<file path="src/rtl/oneshot_pkg.sv">
package oneshot_pkg;

    localparam int NUM_STATES = 3;

    localparam int IDX_ARMED = 0;
    localparam int IDX_FIRE  = 1;
    localparam int IDX_HOLD  = 2;

    typedef logic [NUM_STATES-1:0] onehot_t;

    localparam onehot_t ST_ARMED = onehot_t'(1) << IDX_ARMED;
    localparam onehot_t ST_FIRE  = onehot_t'(1) << IDX_FIRE;
    localparam onehot_t ST_HOLD  = onehot_t'(1) << IDX_HOLD;

    function automatic logic is_legal(onehot_t s);
        int n;
        n = 0;
        for (int i = 0; i < NUM_STATES; i++) begin
            n += int'(s[i]);
        end
        return (n == 1);
    endfunction

endpackage

</file>
<file path="src/rtl/oneshot_next_state.sv">
module oneshot_next_state
    import oneshot_pkg::*;
(
    input  onehot_t cur,
    input  logic    trig,
    output onehot_t nxt
);

    onehot_t eqn;

    always_comb begin
        eqn            = '0;
        eqn[IDX_ARMED] = (cur[IDX_ARMED] | cur[IDX_HOLD]) & ~trig;
        eqn[IDX_FIRE]  = cur[IDX_ARMED] & trig;
        eqn[IDX_HOLD]  = (cur[IDX_HOLD] & trig) | cur[IDX_FIRE];
        nxt            = is_legal(cur) ? eqn : ST_ARMED;
    end

endmodule

</file>
<file path="src/rtl/oneshot_state_reg.sv">
module oneshot_state_reg
    import oneshot_pkg::*;
#(
    parameter onehot_t RESET_CODE = ST_ARMED
)(
    input  logic    clk,
    input  logic    rst,
    input  onehot_t d,
    output onehot_t q
);

    for (genvar i = 0; i < NUM_STATES; i++) begin : g_ff
        always_ff @(posedge clk) begin
            if (rst) q[i] <= RESET_CODE[i];
            else     q[i] <= d[i];
        end
    end

endmodule

</file>
<file path="src/rtl/oneshot_pulse.sv">
module oneshot_pulse
    import oneshot_pkg::*;
(
    input  logic       clk,
    input  logic       rst,
    input  logic       trig,
    output logic       pulse,
    output logic [2:0] state
);

    onehot_t cur_st;
    onehot_t nxt_st;

    oneshot_next_state u_next (
        .cur  (cur_st),
        .trig (trig),
        .nxt  (nxt_st)
    );

    oneshot_state_reg #(.RESET_CODE(ST_ARMED)) u_reg (
        .clk (clk),
        .rst (rst),
        .d   (nxt_st),
        .q   (cur_st)
    );

    assign pulse = cur_st[IDX_FIRE];
    assign state = cur_st;

endmodule

</file>
<file path="config.mk">
export PLATFORM = sky130hd
export DESIGN_NAME = oneshot_pulse
export DESIGN_NICKNAME = d
export VERILOG_FILES = /design/src/rtl/oneshot_pkg.sv /design/src/rtl/oneshot_next_state.sv /design/src/rtl/oneshot_state_reg.sv /design/src/rtl/oneshot_pulse.sv
export SDC_FILE = /design/constraint.sdc
export NUM_CORES = 1
export LEC_CHECK = 0
export BUFFER_PORTS_ARGS = -buffer_cell sky130_fd_sc_hd__buf_4
export CORE_AREA = 2 2 39 41
export DETAILED_ROUTE_END_ITERATION = 10
export DIE_AREA = 0 0 41 43
export PLACE_DENSITY = 0.3
export SETUP_SLACK_MARGIN = 0.1
export SLEW_MARGIN = 25
export SYNTH_ARGS = -nofsm -noshare
export SYNTH_HDL_FRONTEND = slang
export SYNTH_HIERARCHICAL = 1
export SYNTH_SLANG_ARGS = --single-unit
</file>
<file path="constraint.sdc">
create_clock -name clk -period 1.5 [get_ports clk]
set_input_delay 0.075 -clock clk [delete_from_list [all_inputs] [get_ports clk]]
set_output_delay 0.075 -clock clk [all_outputs]
set_load 0.02 [all_outputs]
</file>
==> results of run 1 <==
==> per-stage QoR <==
step | power, uW | instance area, um^2 | cells
floorplan | 374.1 | 166.4 | 16
global placement | 483.6 | 231.5 | 38
detailed placement | 480.9 | 231.5 | 38
CTS | 640.7 | 267.8 | 43
global route | 722.2 | 284.0 | 44
finish | 661.3 | 284.0 | 44
==> worst paths after layout <==
check	start	to	cells past startpoint
setup reg to reg	u_reg/q[2]	u_reg/q[0]	4
hold / removal	trig	u_reg/q[0]	3
hold reg to reg	u_reg/q[1]	u_reg/q[2]	3
setup / recovery	u_reg/q[2]	u_reg/q[0]	4
==> layer usage <==
layer,vias up,part of all wire,GRT usage,wire [um]
li1,72,-,-,-
met1,72,0.40,0.04180,146
met2,8,0.48,0.07188,177
met3,2,0.087,0.03141,32
met4,0,0.035,0.08000,13
met5,-,0,0,0
==> layout make-up <==
class | instances | area, um^2
fill | 169 | 1100
multi-input combinational | 10 | 93.84
timing repair buffer | 9 | 70.07
sequential | 3 | 66.31
clock buffer | 4 | 26.28
tap | 16 | 20.02
inverter | 2 | 7.507
==> cell usage in the layout, fill, tap and decap left out <==
cell and count:
buf_4 8, clkbuf_4 3, inv_1 2, nor2b_1 2
dfxtp_2 2, clkbuf_1 1, dlygate4sd3_1 1, nor2b_4 1
o21ai_2 1, and3_1 1, a21oi_1 1, nor2b_2 1
fa_1 1, ha_1 1, or2_1 1, dfxtp_4 1
==> worst max-delay path, delay by kind of cell, from the launching register on <==
| family | cells | cell delay, ps |
|---|---|---|
| AOI/OAI and AO/OA | 1 | 60 |
| adders and majority gates | 1 | 530 |
| DFF | 1 | 340 |
| and+or+nand+nor | 2 | 350 |
==> cells by family after synthesis <==
logic type,after synthesis,share of synthesized area
DFF,3,0.3692
and+or+nand+nor,6,0.2770
adders and majority gates,2,0.2000
AOI/OAI and AO/OA,2,0.06148
buffers and inverters,3,0.09234
==> power by group through the flow <==
stage | sequential (uW) | combinational (uW) | clock, uW
CTS | 152 | 337 | 152
global placement | 150 | 333 | 0
floorplan | 187 | 187 | 0
detailed placement | 153 | 328 | 0
global route | 153 | 410 | 159
finish | 146 | 372 | 144
==> what timing repair did <==
action,CTS,global route
hold endpoints to repair,2,0
gates resized for setup,1,3
setup endpoints to repair,1,2
hold buffers,1,0
pin swaps,0,2
buffers inserted,0,1
==> results.sh, run 1 <==
export IMPL_place_ws_ps=93.83
export IMPL_whs_ps=162.4
export IMPL_yosysWarnings=6
export IMPL_clockBufferDepth=2
export IMPL_cap_violations=0
export IMPL_core_um2=1384
export IMPL_required_ps=1620
export IMPL_clock_root_buffer="clkbuf_4"
export IMPL_firstDrtPassIters=4
export IMPL_setup_worst_path_start_class="register"
export IMPL_max_slew_worst_pin_slew_ps=154.9
export IMPL_clock_sinks=3
export IMPL_synth_edf_count=0
export IMPL_yosysUniqueCellTypes=11
export IMPL_slowest_delay_ps=530
export IMPL_rows=14
export IMPL_vias=154
export IMPL_synth_nets=21
export IMPL_yosys_top_cells_area="dfxtp_1 (37%), fa_1 (12%), nor2b_1 (12%)"
export IMPL_fin_crit_sh=0.9223
export IMPL_status="completed"
export IMPL_p_sw_uw=234.2
export IMPL_leakagePower_uw=0.0001358
export IMPL_hpwl_um=271.6
export IMPL_relSlewSlack=0.8967
export IMPL_gr_total_overflow=0
export IMPL_final_hold_viol_count=0
export IMPL_drv_slew=0
export IMPL_clkPwrFrac=0.218
export IMPL_crit_chain="fa_1, nor2b_4, o21ai_2, or2_1"
export IMPL_die_height_um=43
export IMPL_regMostFlops="u_reg/q"
export IMPL_syn_area_per_cell_um2=10.17
export IMPL_antenna_found_initial=0
export IMPL_yosys_area_top_type="dfxtp_1"
export IMPL_clkTransAtPathRegs_ps=40
export IMPL_crit_fanout=3
export IMPL_post_route_min_period_ps=1383
export IMPL_clk_latency_ps=230
export IMPL_intPower_uw=427.2
export IMPL_io_pins=7
export IMPL_grt_pass1_wl_um=545
export IMPL_critPathKind="register to register"
export IMPL_drc=0
export IMPL_cp_end_kind="register"
export IMPL_setup_slack_ps=116.5
export IMPL_die_x_um=41
export IMPL_dieArea_um2=1763
export IMPL_crit_slowest_cell="fa_1"
export IMPL_wl_per_cell_um=8.386
export IMPL_htreeDepth=1
export IMPL_skew_ps=1.414
export IMPL_track_usage=0.05422
export IMPL_synth_common_cells="dfxtp_1 (3), nor2b_1 (3), inv_1 (2)"
export IMPL_grt_max_degree=5
export IMPL_drtIter0Drc=2
export IMPL_ys_async_sr_fraction=0
export IMPL_antenna_cells=0
export IMPL_reg2reg_slack_ps=120
export IMPL_layout_drive_gt1_share=0.6071
export IMPL_max_freq_ghz=0.7228
export IMPL_cts_tree="done"
export IMPL_drt_antenna_violating_nets=0
export IMPL_syn_to_final_growth_pct=74.62
export IMPL_synth_main_ff_cell="dfxtp_1"
export IMPL_p_seq_frac=0.221
export IMPL_hold_path_class="input pin to register"
export IMPL_gp_congestion=0.6445
export IMPL_synth_ff_latch_count=3
export IMPL_wl_um=369
export IMPL_max_vdd_ir_drop_v=0.0004036
export IMPL_fin_nets=34
export IMPL_yosysSeqAreaShare=0.3692
export IMPL_vias_per_cell=3.500
export IMPL_start_util=0.1175
export IMPL_synth_area_um2=162.7
export IMPL_grt_pass1_vias=153
export IMPL_tns_ps=0
export IMPL_fin_util=0.2052
export IMPL_numCtsBuffers=3
export IMPL_pwr_density_cell_nw_per_um2=2328
export IMPL_crit_arrival_ps=1500
export IMPL_synth_top_cell_area_share=0.3692
export IMPL_largest_register_ffs=3
export IMPL_syn_inst=16
export IMPL_reg_top3="u_reg/q x3"
export IMPL_power_share_combinational=0.562
export IMPL_final_setup_viol_count=0
export IMPL_rsz0062_at_grt="yes"
export IMPL_port_buffer_count=6
export IMPL_switching_share=0.3541
(Power assumes the default switching activity.)
==> inputs of run 2 (changes only) <==
- SYNTH_HIERARCHICAL: 1 -> unset
==> run 2 against run 1 <==
Effect of this change: register-to-register slack lost 60 ps; utilization grew 4.2 points; cell count grew 2.3%; largest cell class unchanged.
==> results.sh, run 2 <==
export IMPL_crit_slowest_cell="dfxtp_4"
export IMPL_relSlewSlack=0.8307
export IMPL_drt_antenna_violating_nets=0
export IMPL_clkPwrFrac=0.215
export IMPL_reg_top3="u_reg.q x3"
export IMPL_track_usage=0.06131
export IMPL_critPathKind="register to register"
export IMPL_hpwl_um=295.5
export IMPL_max_freq_ghz=0.6912
export IMPL_die_x_um=41
export IMPL_gp_congestion=0.5953
export IMPL_crit_arrival_ps=1620
export IMPL_skew_ps=0.6175
export IMPL_p_sw_uw=248.2
export IMPL_synth_nets=24
export IMPL_synth_top_cell_area_share=0.3221
export IMPL_wl_per_cell_um=8.578
export IMPL_clock_root_buffer="clkbuf_4"
export IMPL_status="completed"
export IMPL_port_buffer_count=6
export IMPL_rows=14
export IMPL_cts_tree="done"
export IMPL_final_cell_mix="buf_4 (9), ha_4 (3), clkbuf_4 (3), dfxtp_4 (3), inv_2 (2)"
export IMPL_final_setup_viol_count=0
export IMPL_layout_drive_gt1_share=0.7241
export IMPL_synth_ff_latch_count=3
export IMPL_p_seq_frac=0.229
export IMPL_grt_pass1_wl_um=662
export IMPL_yosys_top_cells_area="dfxtp_1 (32%), ha_1 (20%), nor4b_4 (13%)"
export IMPL_intPower_uw=416.6
export IMPL_leakagePower_uw=0.0001523
export IMPL_grt_pass1_vias=171
export IMPL_final_hold_viol_count=0
export IMPL_clock_sinks=3
export IMPL_antenna_found_initial=0
export IMPL_synth_common_cells="dfxtp_1 (3), ha_1 (3), inv_1 (3)"
export IMPL_layout_commonest_cell="buf_4"
export IMPL_gr_total_overflow=0
export IMPL_drtIter0Drc=0
export IMPL_max_slew_worst_pin_slew_ps=252.9
export IMPL_post_cts_setup_buffers=0
export IMPL_rr_worst_depth=5
export IMPL_clkTransAtPathRegs_ps=40
export IMPL_io_pins=7
export IMPL_hold_path_class="input pin to register"
export IMPL_syn_area_per_cell_um2=10.97
export IMPL_crit_end="u_reg.q[1]"
export IMPL_yosys_area_top_type="dfxtp_1"
export IMPL_vias=149
export IMPL_cap_violations=0
export IMPL_ys_async_sr_fraction=0
export IMPL_yosysSeqAreaShare=0.3221
export IMPL_final_area_um2=341.6
export IMPL_whs_ps=26.67
export IMPL_numCtsBuffers=3
export IMPL_power_share_combinational=0.556
export IMPL_reg2reg_from="u_reg.q[1]"
export IMPL_cts_hold_repair_buffers=0
export IMPL_vias_per_cell=3.311
export IMPL_placed_cell_area_um2=280.3
export IMPL_multi_input_area_um2=145.1
export IMPL_crit_fanout=3
export IMPL_htreeDepth=1
export IMPL_largest_register_ffs=3
export IMPL_regArea_um2=71.32
export IMPL_reg2reg_to="u_reg.q[1]"
export IMPL_yosysUniqueCellTypes=11
export IMPL_grt_max_degree=5
export IMPL_clockBufferDepth=2
export IMPL_fin_crit_sh=0.9644
export IMPL_switching_share=0.3733
export IMPL_dieArea_um2=1763
export IMPL_cp_startpoint="u_reg.q[1]"
export IMPL_clk_latency_ps=230
export IMPL_drv_slew=0
export IMPL_antenna_cells=0
export IMPL_synth_edf_count=0
export IMPL_cpMostUsedCell="ha_4"
export IMPL_post_route_min_period_ps=1447
export IMPL_slowest_delay_ps=350
export IMPL_setup_worst_path_start_class="register"
export IMPL_firstDrtPassIters=1
export IMPL_synth_main_ff_cell="dfxtp_1"
export IMPL_synth_area_um2=186.4
export IMPL_core_um2=1384
export IMPL_syn_to_final_growth_pct=83.22
export IMPL_wl_um=386
export IMPL_rsz0062_at_grt="yes"
export IMPL_start_util=0.1347
export IMPL_pwr_density_cell_nw_per_um2=1946
export IMPL_regMostFlops="u_reg.q"
export IMPL_cp_end_kind="register"
export IMPL_crit_chain="ha_4, ha_4, ha_4, nor4b_4, and3_1"
export IMPL_reg2reg_slack_ps=50
export IMPL_syn_inst=17
export IMPL_drc=0
export IMPL_n_fill_cell=143
export IMPL_yosysWarnings=0
export IMPL_die_height_um=43
export IMPL_fin_nets=37
export IMPL_max_vdd_ir_drop_v=0.0006872
export IMPL_required_ps=1670
-- run 2: changes by cell type after synthesis --
cell | before | now
nor4b_4 | 0 | 1
or2_1 | 1 | 0
nor2b_1 | 3 | 1
nor2b_4 | 1 | 0
inv_1 | 2 | 3
nor2_1 | 0 | 1
ha_1 | 1 | 3
-- run 2: final cells by class --
type | count | area share
Inverter | 3 | 0.03297
Sequential cell | 3 | 0.2088
Clock buffer | 4 | 0.07692
Multi-Input combinational cell | 10 | 0.4249
Tap cell | 16 | 0.05861
Timing Repair Buffer | 9 | 0.1978
-- run 2: worst min path at each step --
stage	from	end	depth (start not counted)
6_report	trig	u_reg.q[0]	2
5_1_grt	trig	u_reg.q[0]	2
4_1_cts	trig	u_reg.q[0]	2
3_5_place_dp	trig	u_reg.q[0]	2
3_3_place_gp	trig	u_reg.q[0]	2
2_1_floorplan	trig	u_reg.q[0]	1
-- run 2: critical path, delay by kind of cell, from the launching register on --
kind	cells	cell delay, ps
adder cells (fa/ha/maj)	3	550
flip-flops	1	350
AND/OR/NAND/NOR	2	480
-- run 2: through the flow --
stage / setup TNS [ps] / worst slack [ps] / std cells / total power (uW) / utilization
2_1_floorplan: 0 / 44.55 / 17 / 359.4 / -
3_3_place_gp: -0.2864 / -0.2864 / 41 / 474.9 / 0.2025
3_5_place_dp: -7.543 / -7.543 / 41 / 476.6 / 0.2025
4_1_cts: 0 / 14.98 / 45 / 649.6 / 0.2324
5_1_grt: 0 / 1.938 / 45 / 717.6 / 0.2468
6_report: 0 / 53.33 / 45 / 664.7 / 0.2468
-- run 2: logic make-up (layout without fill, tap and decap cells) --
kind of cell | after synthesis | after routing | share of synthesized area
flops | 3 | 3 | 0.3222
simple gates | 4 | 4 | 0.2148
fa+ha+maj | 4 | 4 | 0.3088
buf+inv | 4 | 16 | 0.1007
compound gates | 2 | 2 | 0.05364
-- run 2: routing by layer --
metal / GRT usage / up-vias / part of all wire
li1: - / 77 / -
met1: 0.07097 / 63 / 0.43
met2: 0.07500 / 7 / 0.46
met3: 0.01571 / 2 / 0.067
met4: 0.08000 / 0 / 0.044
met5: 0 / - / 0
-- run 2: what timing repair did --
action | in CTS | in global routing
pin swaps | 3 | 2
setup endpoints to repair | 3 | 3
resized for setup | 3 | 2
-- run 2: power by group through the flow --
stage	registers, uW	logic [uW]	clock network, uW
floorplan	185	174	0
global placement	142	332	0
detailed placement	142	335	0
CTS	153	348	150
global route	160	404	154
finish	152	370	143
